===== config.mk =====
export PLATFORM = sky130hd
export DESIGN_NAME = sqc_regblk
export DESIGN_NICKNAME = d
export VERILOG_FILES = /design/src/rtl/sqc_pkg.sv /design/src/rtl/sqc_cfg_regs.sv /design/src/rtl/sqc_doorbell.sv /design/src/rtl/sqc_rd_mux.sv /design/src/rtl/sqc_regblk.sv
export SDC_FILE = /design/constraint.sdc
export NUM_CORES = 1
export LEC_CHECK = 0
export BUFFER_PORTS_ARGS = -buffer_cell sky130_fd_sc_hd__buf_2
export CORE_MARGIN = 2
export CORE_UTILIZATION = 43
export DETAILED_ROUTE_END_ITERATION = 8
export PLACE_DENSITY = 0.66
export SYNTH_ARGS = -nofsm -noshare
export SYNTH_HDL_FRONTEND = slang
export SYNTH_HIERARCHICAL = 1
export SYNTH_SLANG_ARGS = --single-unit

===== constraint.sdc =====
create_clock -name clk -period 5.25 [get_ports clk]
set_input_delay 0.2625 -clock clk [delete_from_list [all_inputs] [get_ports clk]]
set_output_delay 0.2625 -clock clk [all_outputs]
set_load 0.005 [all_outputs]

===== src/rtl/sqc_pkg.sv =====
package sqc_pkg;

    localparam int OFF_W  = 13;
    localparam int DATA_W = 32;
    localparam int PTR_W  = 16;
    localparam int QSZ_W  = 12;

    localparam logic [DATA_W-1:0] VER_WORD  = 32'h0001_0000;
    localparam logic [DATA_W-1:0] CFG_KEEP  = 32'h00FF_FFF1;
    localparam logic [DATA_W-1:0] AQA_KEEP  = 32'h0FFF_0FFF;

    typedef enum logic [3:0] {
        RS_CAP_LO, RS_CAP_HI, RS_VER, RS_MSET, RS_MCLR, RS_CFG, RS_STAT,
        RS_AQA, RS_ASQ_LO, RS_ASQ_HI, RS_ACQ_LO, RS_ACQ_HI, RS_DBELL, RS_NONE
    } reg_sel_e;

    typedef enum logic [1:0] {
        SH_IDLE = 2'b00,
        SH_BUSY = 2'b01,
        SH_DONE = 2'b10
    } shdn_e;

    function automatic logic [DATA_W-1:0] cap_low(input int mqes, input int tmo);
        logic [DATA_W-1:0] w;
        w        = '0;
        w[15:0]  = mqes[15:0];
        w[16]    = 1'b1;
        w[31:24] = tmo[7:0];
        return w;
    endfunction

    function automatic reg_sel_e decode_offset(input logic [OFF_W-1:0] off);
        reg_sel_e s;
        if (off[1:0] != 2'b00)  s = RS_NONE;
        else if (off[OFF_W-1])  s = RS_DBELL;
        else begin
            case (off[OFF_W-2:0])
                12'h000: s = RS_CAP_LO;
                12'h004: s = RS_CAP_HI;
                12'h008: s = RS_VER;
                12'h00C: s = RS_MSET;
                12'h010: s = RS_MCLR;
                12'h014: s = RS_CFG;
                12'h01C: s = RS_STAT;
                12'h024: s = RS_AQA;
                12'h028: s = RS_ASQ_LO;
                12'h02C: s = RS_ASQ_HI;
                12'h030: s = RS_ACQ_LO;
                12'h034: s = RS_ACQ_HI;
                default: s = RS_NONE;
            endcase
        end
        return s;
    endfunction

endpackage


===== src/rtl/sqc_cfg_regs.sv =====
module sqc_cfg_regs
    import sqc_pkg::*;
(
    input  logic              clk,
    input  logic              rst,
    input  logic              wr_en,
    input  reg_sel_e          sel,
    input  logic [DATA_W-1:0] wdata,
    output logic [DATA_W-1:0] cfg_word,
    output logic [DATA_W-1:0] stat_word,
    output logic [DATA_W-1:0] aqa_word,
    output logic [DATA_W-1:0] mask,
    output logic [63:0]       asq,
    output logic [63:0]       acq,
    output logic              rdy
);

    shdn_e shst;
    logic  en_rise, en_fall, shdn_req;

    assign en_rise  = !cfg_word[0] && wdata[0];
    assign en_fall  = cfg_word[0] && !wdata[0];
    assign shdn_req = (wdata[15:14] == 2'd1) || (wdata[15:14] == 2'd2);

    assign stat_word = {{(DATA_W-4){1'b0}}, shst, 1'b0, rdy};

    always_ff @(posedge clk) begin
        if (rst) begin
            cfg_word <= '0;
            aqa_word <= '0;
            mask     <= '0;
            asq      <= '0;
            acq      <= '0;
            rdy      <= 1'b0;
            shst     <= SH_IDLE;
        end else if (wr_en) begin
            case (sel)
                RS_MSET:   mask <= mask | wdata;
                RS_MCLR:   mask <= mask & ~wdata;
                RS_AQA:    aqa_word <= wdata & AQA_KEEP;
                RS_ASQ_LO: asq[31:0]  <= {wdata[31:12], 12'h000};
                RS_ASQ_HI: asq[63:32] <= wdata;
                RS_ACQ_LO: acq[31:0]  <= {wdata[31:12], 12'h000};
                RS_ACQ_HI: acq[63:32] <= wdata;
                RS_CFG: begin
                    cfg_word <= wdata & CFG_KEEP;
                    if (en_rise) begin
                        mask <= '0;
                        rdy  <= 1'b1;
                        shst <= SH_IDLE;
                    end else if (en_fall) begin
                        rdy  <= 1'b0;
                    end
                    if (shdn_req) shst <= SH_DONE;
                end
                default: ;
            endcase
        end
    end

    assert_ready_rise_R3: assert property (@(posedge clk) disable iff (rst)
        $rose(rdy) |-> $past(wr_en && sel == RS_CFG && wdata[0]));

    assert_ready_drop_R4: assert property (@(posedge clk) disable iff (rst)
        $past(wr_en && sel == RS_CFG && !wdata[0]) |-> !rdy);

    assert_asq_low_R6: assert property (@(posedge clk) disable iff (rst)
        $past(wr_en && sel == RS_ASQ_LO) |-> asq[31:0] == {$past(wdata[31:12]), 12'h000});

    assert_mask_set_R8: assert property (@(posedge clk) disable iff (rst)
        $past(wr_en && sel == RS_MSET) |-> (mask & $past(wdata)) == $past(wdata));

endmodule


===== src/rtl/sqc_doorbell.sv =====
module sqc_doorbell
    import sqc_pkg::*;
#(
    parameter int MAX_QID = 1,
    parameter int QID_W   = 1
) (
    input  logic             clk,
    input  logic             rst,
    input  logic             wr_en,
    input  logic [9:0]       dw_idx,
    input  logic [PTR_W-1:0] wptr,
    output logic             drop,
    output logic             db_valid,
    output logic [QID_W-1:0] db_qid,
    output logic             db_is_cq,
    output logic [PTR_W-1:0] db_value
);

    logic [8:0] slot;

    assign slot = dw_idx[9:1];
    assign drop = int'(slot) > MAX_QID;

    always_ff @(posedge clk) begin
        if (rst) begin
            db_valid <= 1'b0;
            db_qid   <= '0;
            db_is_cq <= 1'b0;
            db_value <= '0;
        end else begin
            db_valid <= wr_en && !drop;
            if (wr_en && !drop) begin
                db_qid   <= slot[QID_W-1:0];
                db_is_cq <= dw_idx[0];
                db_value <= wptr;
            end
        end
    end

    assert_event_source_R9: assert property (@(posedge clk) disable iff (rst)
        db_valid |-> $past(wr_en));

    assert_event_single_R9: assert property (@(posedge clk) disable iff (rst)
        db_valid |=> !db_valid || $past(wr_en));

    assert_drop_silent_R10: assert property (@(posedge clk) disable iff (rst)
        $past(wr_en && drop) |-> !db_valid);

endmodule


===== src/rtl/sqc_rd_mux.sv =====
module sqc_rd_mux
    import sqc_pkg::*;
#(
    parameter int MQES    = 16,
    parameter int TIMEOUT = 10
) (
    input  logic              clk,
    input  logic              rst,
    input  logic              rd_en,
    input  logic              full,
    input  reg_sel_e          sel,
    input  logic [DATA_W-1:0] cfg_word,
    input  logic [DATA_W-1:0] stat_word,
    input  logic [DATA_W-1:0] aqa_word,
    input  logic [DATA_W-1:0] mask,
    input  logic [63:0]       asq,
    input  logic [63:0]       acq,
    output logic [DATA_W-1:0] rdata
);

    localparam logic [DATA_W-1:0] CAP_LO = cap_low(MQES, TIMEOUT);

    logic [DATA_W-1:0] pick;

    always_comb begin
        case (sel)
            RS_CAP_LO:        pick = CAP_LO;
            RS_VER:           pick = VER_WORD;
            RS_MSET, RS_MCLR: pick = mask;
            RS_CFG:           pick = cfg_word;
            RS_STAT:          pick = stat_word;
            RS_AQA:           pick = aqa_word;
            RS_ASQ_LO:        pick = asq[31:0];
            RS_ASQ_HI:        pick = asq[63:32];
            RS_ACQ_LO:        pick = acq[31:0];
            RS_ACQ_HI:        pick = acq[63:32];
            default:          pick = '0;
        endcase
    end

    always_ff @(posedge clk) begin
        if (rst)        rdata <= '0;
        else if (rd_en) rdata <= full ? pick : '0;
    end

    assert_bad_read_zero_R11: assert property (@(posedge clk) disable iff (rst)
        $past(rd_en && (!full || sel == RS_NONE)) |-> rdata == '0);

endmodule


===== src/rtl/sqc_regblk.sv =====
module sqc_regblk
    import sqc_pkg::*;
#(
    parameter int MQES    = 16,
    parameter int TIMEOUT = 10,
    parameter int MAX_QID = 1,
    localparam int QID_W  = (MAX_QID < 2) ? 1 : $clog2(MAX_QID + 1)
) (
    input  logic              clk,
    input  logic              rst,
    input  logic              bus_wr,
    input  logic              bus_rd,
    input  logic [OFF_W-1:0]  bus_addr,
    input  logic [3:0]        bus_be,
    input  logic [DATA_W-1:0] bus_wdata,
    output logic [DATA_W-1:0] bus_rdata,
    output logic              bus_err,
    output logic              ctrl_ready,
    output logic [DATA_W-1:0] int_mask,
    output logic [63:0]       asq_base,
    output logic [63:0]       acq_base,
    output logic [QSZ_W-1:0]  asq_entries,
    output logic [QSZ_W-1:0]  acq_entries,
    output logic              db_valid,
    output logic [QID_W-1:0]  db_qid,
    output logic              db_is_cq,
    output logic [PTR_W-1:0]  db_value
);

    reg_sel_e          sel;
    logic              full, cfg_wr, db_wr, db_drop, bad;
    logic [DATA_W-1:0] cfg_word, stat_word, aqa_word;

    assign sel    = decode_offset(bus_addr);
    assign full   = (bus_be == 4'hF);
    assign cfg_wr = bus_wr && full && (sel != RS_NONE) && (sel != RS_DBELL);
    assign db_wr  = bus_wr && full && (sel == RS_DBELL);
    assign bad    = ((bus_wr || bus_rd) && (!full || sel == RS_NONE)) || (db_wr && db_drop);

    assign asq_entries = aqa_word[QSZ_W-1:0];
    assign acq_entries = aqa_word[16 +: QSZ_W];

    always_ff @(posedge clk) begin
        if (rst) bus_err <= 1'b0;
        else     bus_err <= bad;
    end

    sqc_cfg_regs u_cfg (
        .clk       (clk),
        .rst       (rst),
        .wr_en     (cfg_wr),
        .sel       (sel),
        .wdata     (bus_wdata),
        .cfg_word  (cfg_word),
        .stat_word (stat_word),
        .aqa_word  (aqa_word),
        .mask      (int_mask),
        .asq       (asq_base),
        .acq       (acq_base),
        .rdy       (ctrl_ready)
    );

    sqc_doorbell #(.MAX_QID(MAX_QID), .QID_W(QID_W)) u_db (
        .clk      (clk),
        .rst      (rst),
        .wr_en    (db_wr),
        .dw_idx   (bus_addr[11:2]),
        .wptr     (bus_wdata[PTR_W-1:0]),
        .drop     (db_drop),
        .db_valid (db_valid),
        .db_qid   (db_qid),
        .db_is_cq (db_is_cq),
        .db_value (db_value)
    );

    sqc_rd_mux #(.MQES(MQES), .TIMEOUT(TIMEOUT)) u_rd (
        .clk       (clk),
        .rst       (rst),
        .rd_en     (bus_rd),
        .full      (full),
        .sel       (sel),
        .cfg_word  (cfg_word),
        .stat_word (stat_word),
        .aqa_word  (aqa_word),
        .mask      (int_mask),
        .asq       (asq_base),
        .acq       (acq_base),
        .rdata     (bus_rdata)
    );

    assert_err_excl_event_R10: assert property (@(posedge clk) disable iff (rst)
        !(bus_err && db_valid));

    assert_bad_be_no_event_R11: assert property (@(posedge clk) disable iff (rst)
        $past(bus_wr && !full) |-> !db_valid);

endmodule


==> results list <==
- The flow ran to the end, and the final reports show no timing, DRC or antenna violations.
* DRC errors left: 0
- The initialized floorplan defines between 60 and 70 standard-cell rows.
* Number of synthesized register bits: between 200 and 250
- Across the run, the number of max-cap violations was 0.
* Area added between synthesis and finish: 16.29%
- Die width: around 170 µm
- Setup repair after global routing left no endpoint under its margin.
* Ports: 290
* Min-delay worst type: primary input to flop
- After global routing the overflow that remains totals 0.
- Data arrival time of the critical path: roughly 4 ns
* Residual antenna-violating net count after detailed routing: 0
- Among all flip-flop cells after synthesis, the most frequent one is dfxtp_1.
- Entering global routing, the biggest net connects between 100 and 150 pins.
- Post-route clock skew: approximately 0.022 ns
- Netlist Area Pre-Place: about 0.013 mm²
* Critical path's largest stage delay: between 0.8 and 0.9 ns
- Power per Cell Area: approximately 270 mW/mm²
- Total detailed-routing wirelength: 43110 µm
* Hold Fails Final Rpt: 0
- All-Layer GR Usage: a little over a quarter
* Worst path cell trace: buf_2 > nor4_1 > o2111a_2 > nand3b_1 > nor2b_4 > and2_1 > a22o_1 > a22oi_1 > a221oi_1
- Setup total negative slack on the finished layout was measured at 0 ns.
- Final weighted congestion in routability-driven placement: approximately 0.84
- Headroom to the max-slew limit came out at 11.08%.
- Sink count of the clock tree: roughly 240
* Placed wire-length estimate: 28170 µm
- Each instance of the synthesized netlist takes up on average 9.506 µm².
- The initial utilization of the core area, before any placement, comes to roughly 44%.
* Crit path buffers/inverters: 1
- The library cell used most frequently in the layout, excluding fill and tap cells, is buf_2.
- After clock tree synthesis, the clock-pin slew on the worst setup and hold paths is about 0.06 ns.
- Fill cell instance count of the final layout: ~2700
- In the synthesized netlist the async set-or-reset flop fraction comes to 0%.
* Number of enable flip-flop cells after synthesis: 0
- Fraction of layout cells with a size suffix above 1: between 20% and 30%
- Fin nets: roughly 1600
- VDD sags by at most about 0.23 mV.
* Cell variety after synth: 76
* Die area: just over 0.03 mm²
* Count of synthesis-stage warnings from yosys: 6
- The number of antenna violations at the first check in global routing is 0.
- Number of H-tree levels: 1
* Data required time of the worst path: around 5.7 ns
- In this design, the largest share of critical-path delay is due to simple AND/OR/NAND/NOR gates.
* Number of cells produced by synthesis: around 1300
* Sequential share of the synthesized area: between 30% and 40%
- Height of the die: between 150 and 200 µm
* Via count of the first global-routing pass: 10550
- Clock root buffer master: clkbuf_16
* Highest attainable clock frequency: ~280 MHz
* Buffer depth of the longest clock path: 3
- P_leak: 6.499 nW
- Number of I/O port buffers: between 200 and 300
- Number of iterations in the first detailed-routing pass: 6
- Highest-count cells in the layout ignoring fill and taps: 264 x buf_2, 235 x dfxtp_1, 219 x nand2b_1
- Core outline area: 0.02870 mm²
- Category of the most critical setup path: primary input to flop
- Setup violations remaining at the end of the flow were counted as 0.
- The first global-routing pass estimated 64550 µm of wire.
- Detail-routed net length per standard cell: around 22 µm
* Critical path's slowest cell: and2_1
* Transition time at the pin with the least slew margin: between 1 and 1.5 ns
* Critical path startpoint category: primary input
- The max-slew violation count is 0.
- Of the available clock period, the critical path in the final layout requires between 60% and 70%.
- Post-CTS setup buffers: 0
- Vias per cell: 5.697
* Vias after detailed routing: 10930
* Final Critical Period: 3.550 ns
- Fin cells: ~1900
- TritonCTS built the clock tree.
* Number of DRC violations after detailed-routing iteration 0: 932
* Cells after DPL: roughly 1900
- The repair_antennas step left the layout with diodes totalling 0.
* Sort of element at the end of the critical path: flop
* Clock latency on the worst-skew pair: between 0.5 and 0.6 ns
* Critical path fanouts, max: 17
* Total clock buffers created by CTS: 27
## final cells by class
| type | count | area (µm²) | share of cell area, % |
|---|---|---|---|
| Inverter | 36 | 135.1 | 0.9247 |
| Clock inverter | 5 | 75.07 | 0.5137 |
| Sequential cell | 235 | 4705 | 32.19 |
| Tap cell | 384 | 480.5 | 3.288 |
| Clock buffer | 42 | 822.0 | 5.625 |
| Multi-Input combinational cell | 932 | 6904 | 47.24 |
| Timing Repair Buffer | 285 | 1493 | 10.21 |
## flip-flops by register name, indices dropped and copies added, names as in the netlist
signal / cells
u_cfg/rdy: 1
u_db/db_value: 16
u_db/db_qid: 1
u_db/db_is_cq: 1
u_db/db_valid: 1
u_cfg/acq: 52
u_cfg/mask: 32
u_cfg/shst: 1
u_cfg/cfg_word: 21
u_rd/rdata: 32
u_cfg/aqa_word: 24
u_cfg/asq: 52
bus_err: 1
## cell families (layout without fill, tap and decap cells)
group,after synthesis,after routing,synth area share (%)
AO/OA/AOI/OAI,348,348,21.66
AND/OR/NAND/NOR,336,336,16.20
flip-flops,235,235,37.44
buffers and inverters,227,368,10.33
multiplexers,171,171,14.03
XOR/XNOR,3,3,0.2091
adder cells (fa/ha/maj),1,1,0.09955
other,1,73,0.02984
## cell usage after synthesis (13+ instances only)
master	n	area [µm²]
inv_1	36	135.1
o221a_2	13	146.4
dfxtp_1	235	4705
o21ai_0	33	165.2
mux2_2	30	337.8
mux2i_1	139	1391
clkbuf_1	54	202.7
buf_4	78	585.6
nand2b_1	220	1376
a22o_1	48	420.4
buf_2	43	215.2
nand3_1	35	175.2
a22oi_1	77	578.1
a21oi_1	72	360.4
nand2_1	32	120.1
o211ai_1	14	105.1
o32ai_1	32	280.3
## through the flow
stage               utilization, %  power, mW  hold WS (ns)  instance area, µm²  setup slack, ns
global route                 50.92      4.010       0.01416               14610            1.464
detailed placement           47.65      2.013        0.4612               13680            1.203
global placement             47.65      2.012        0.4553               13680            1.354
floorplan                        -      1.978        0.4102               12840            2.594
CTS                          50.92      3.914     0.0002365               14610            1.757
finish                       50.92      3.902       0.01177               14610            1.700
## layer usage
layer  GRT usage, %  up-vias  share of wire [%]
li1               -     5039                  -
met1          35.38     5314                 42
met2          44.99      496                 48
met3          4.852       84                7.3
met4          8.646        0                3.0
met5              0        -                  0
## power breakdown
part / switching [mW] / internal (mW)
registers: 0.000155 / 1.78
clock network: 0.757 / 1.16
logic: 0.132 / 0.0667
total: 0.889 / 3.01
## what timing repair did
item | in CTS | in global routing
hold buffers | 4 | 0
endpoints found under the hold margin | 4 | 0
resized for setup | 0 | 0
## worst min-delay path, cell delays in order
cell,delay [ns]
buf_2,0.12
nand3_1,0.07
a21oi_1,0.05
## final timing paths
| check | from | to | slack (ns) | depth (start not counted) |
|---|---|---|---|---|
| hold reg to reg | u_db/db_value[11]$_SDFFE_PP0P_ | u_db/db_value[11]$_SDFFE_PP0P_ | 0.47 | 2 |
| setup reg to reg | u_cfg/cfg_word[0]$_SDFFE_PP0P_ | u_cfg/mask[1]$_SDFFE_PP0P_ | 3.40 | 5 |
| setup / recovery | bus_addr[9] | u_rd/rdata[22]$_SDFFE_PP0P_ | 1.70 | 9 |
| hold / removal | bus_wdata[24] | u_cfg/asq[56]$_SDFFE_PP0P_ | 0.01 | 3 |
Note: power is estimated with default switching activity, not from simulation.
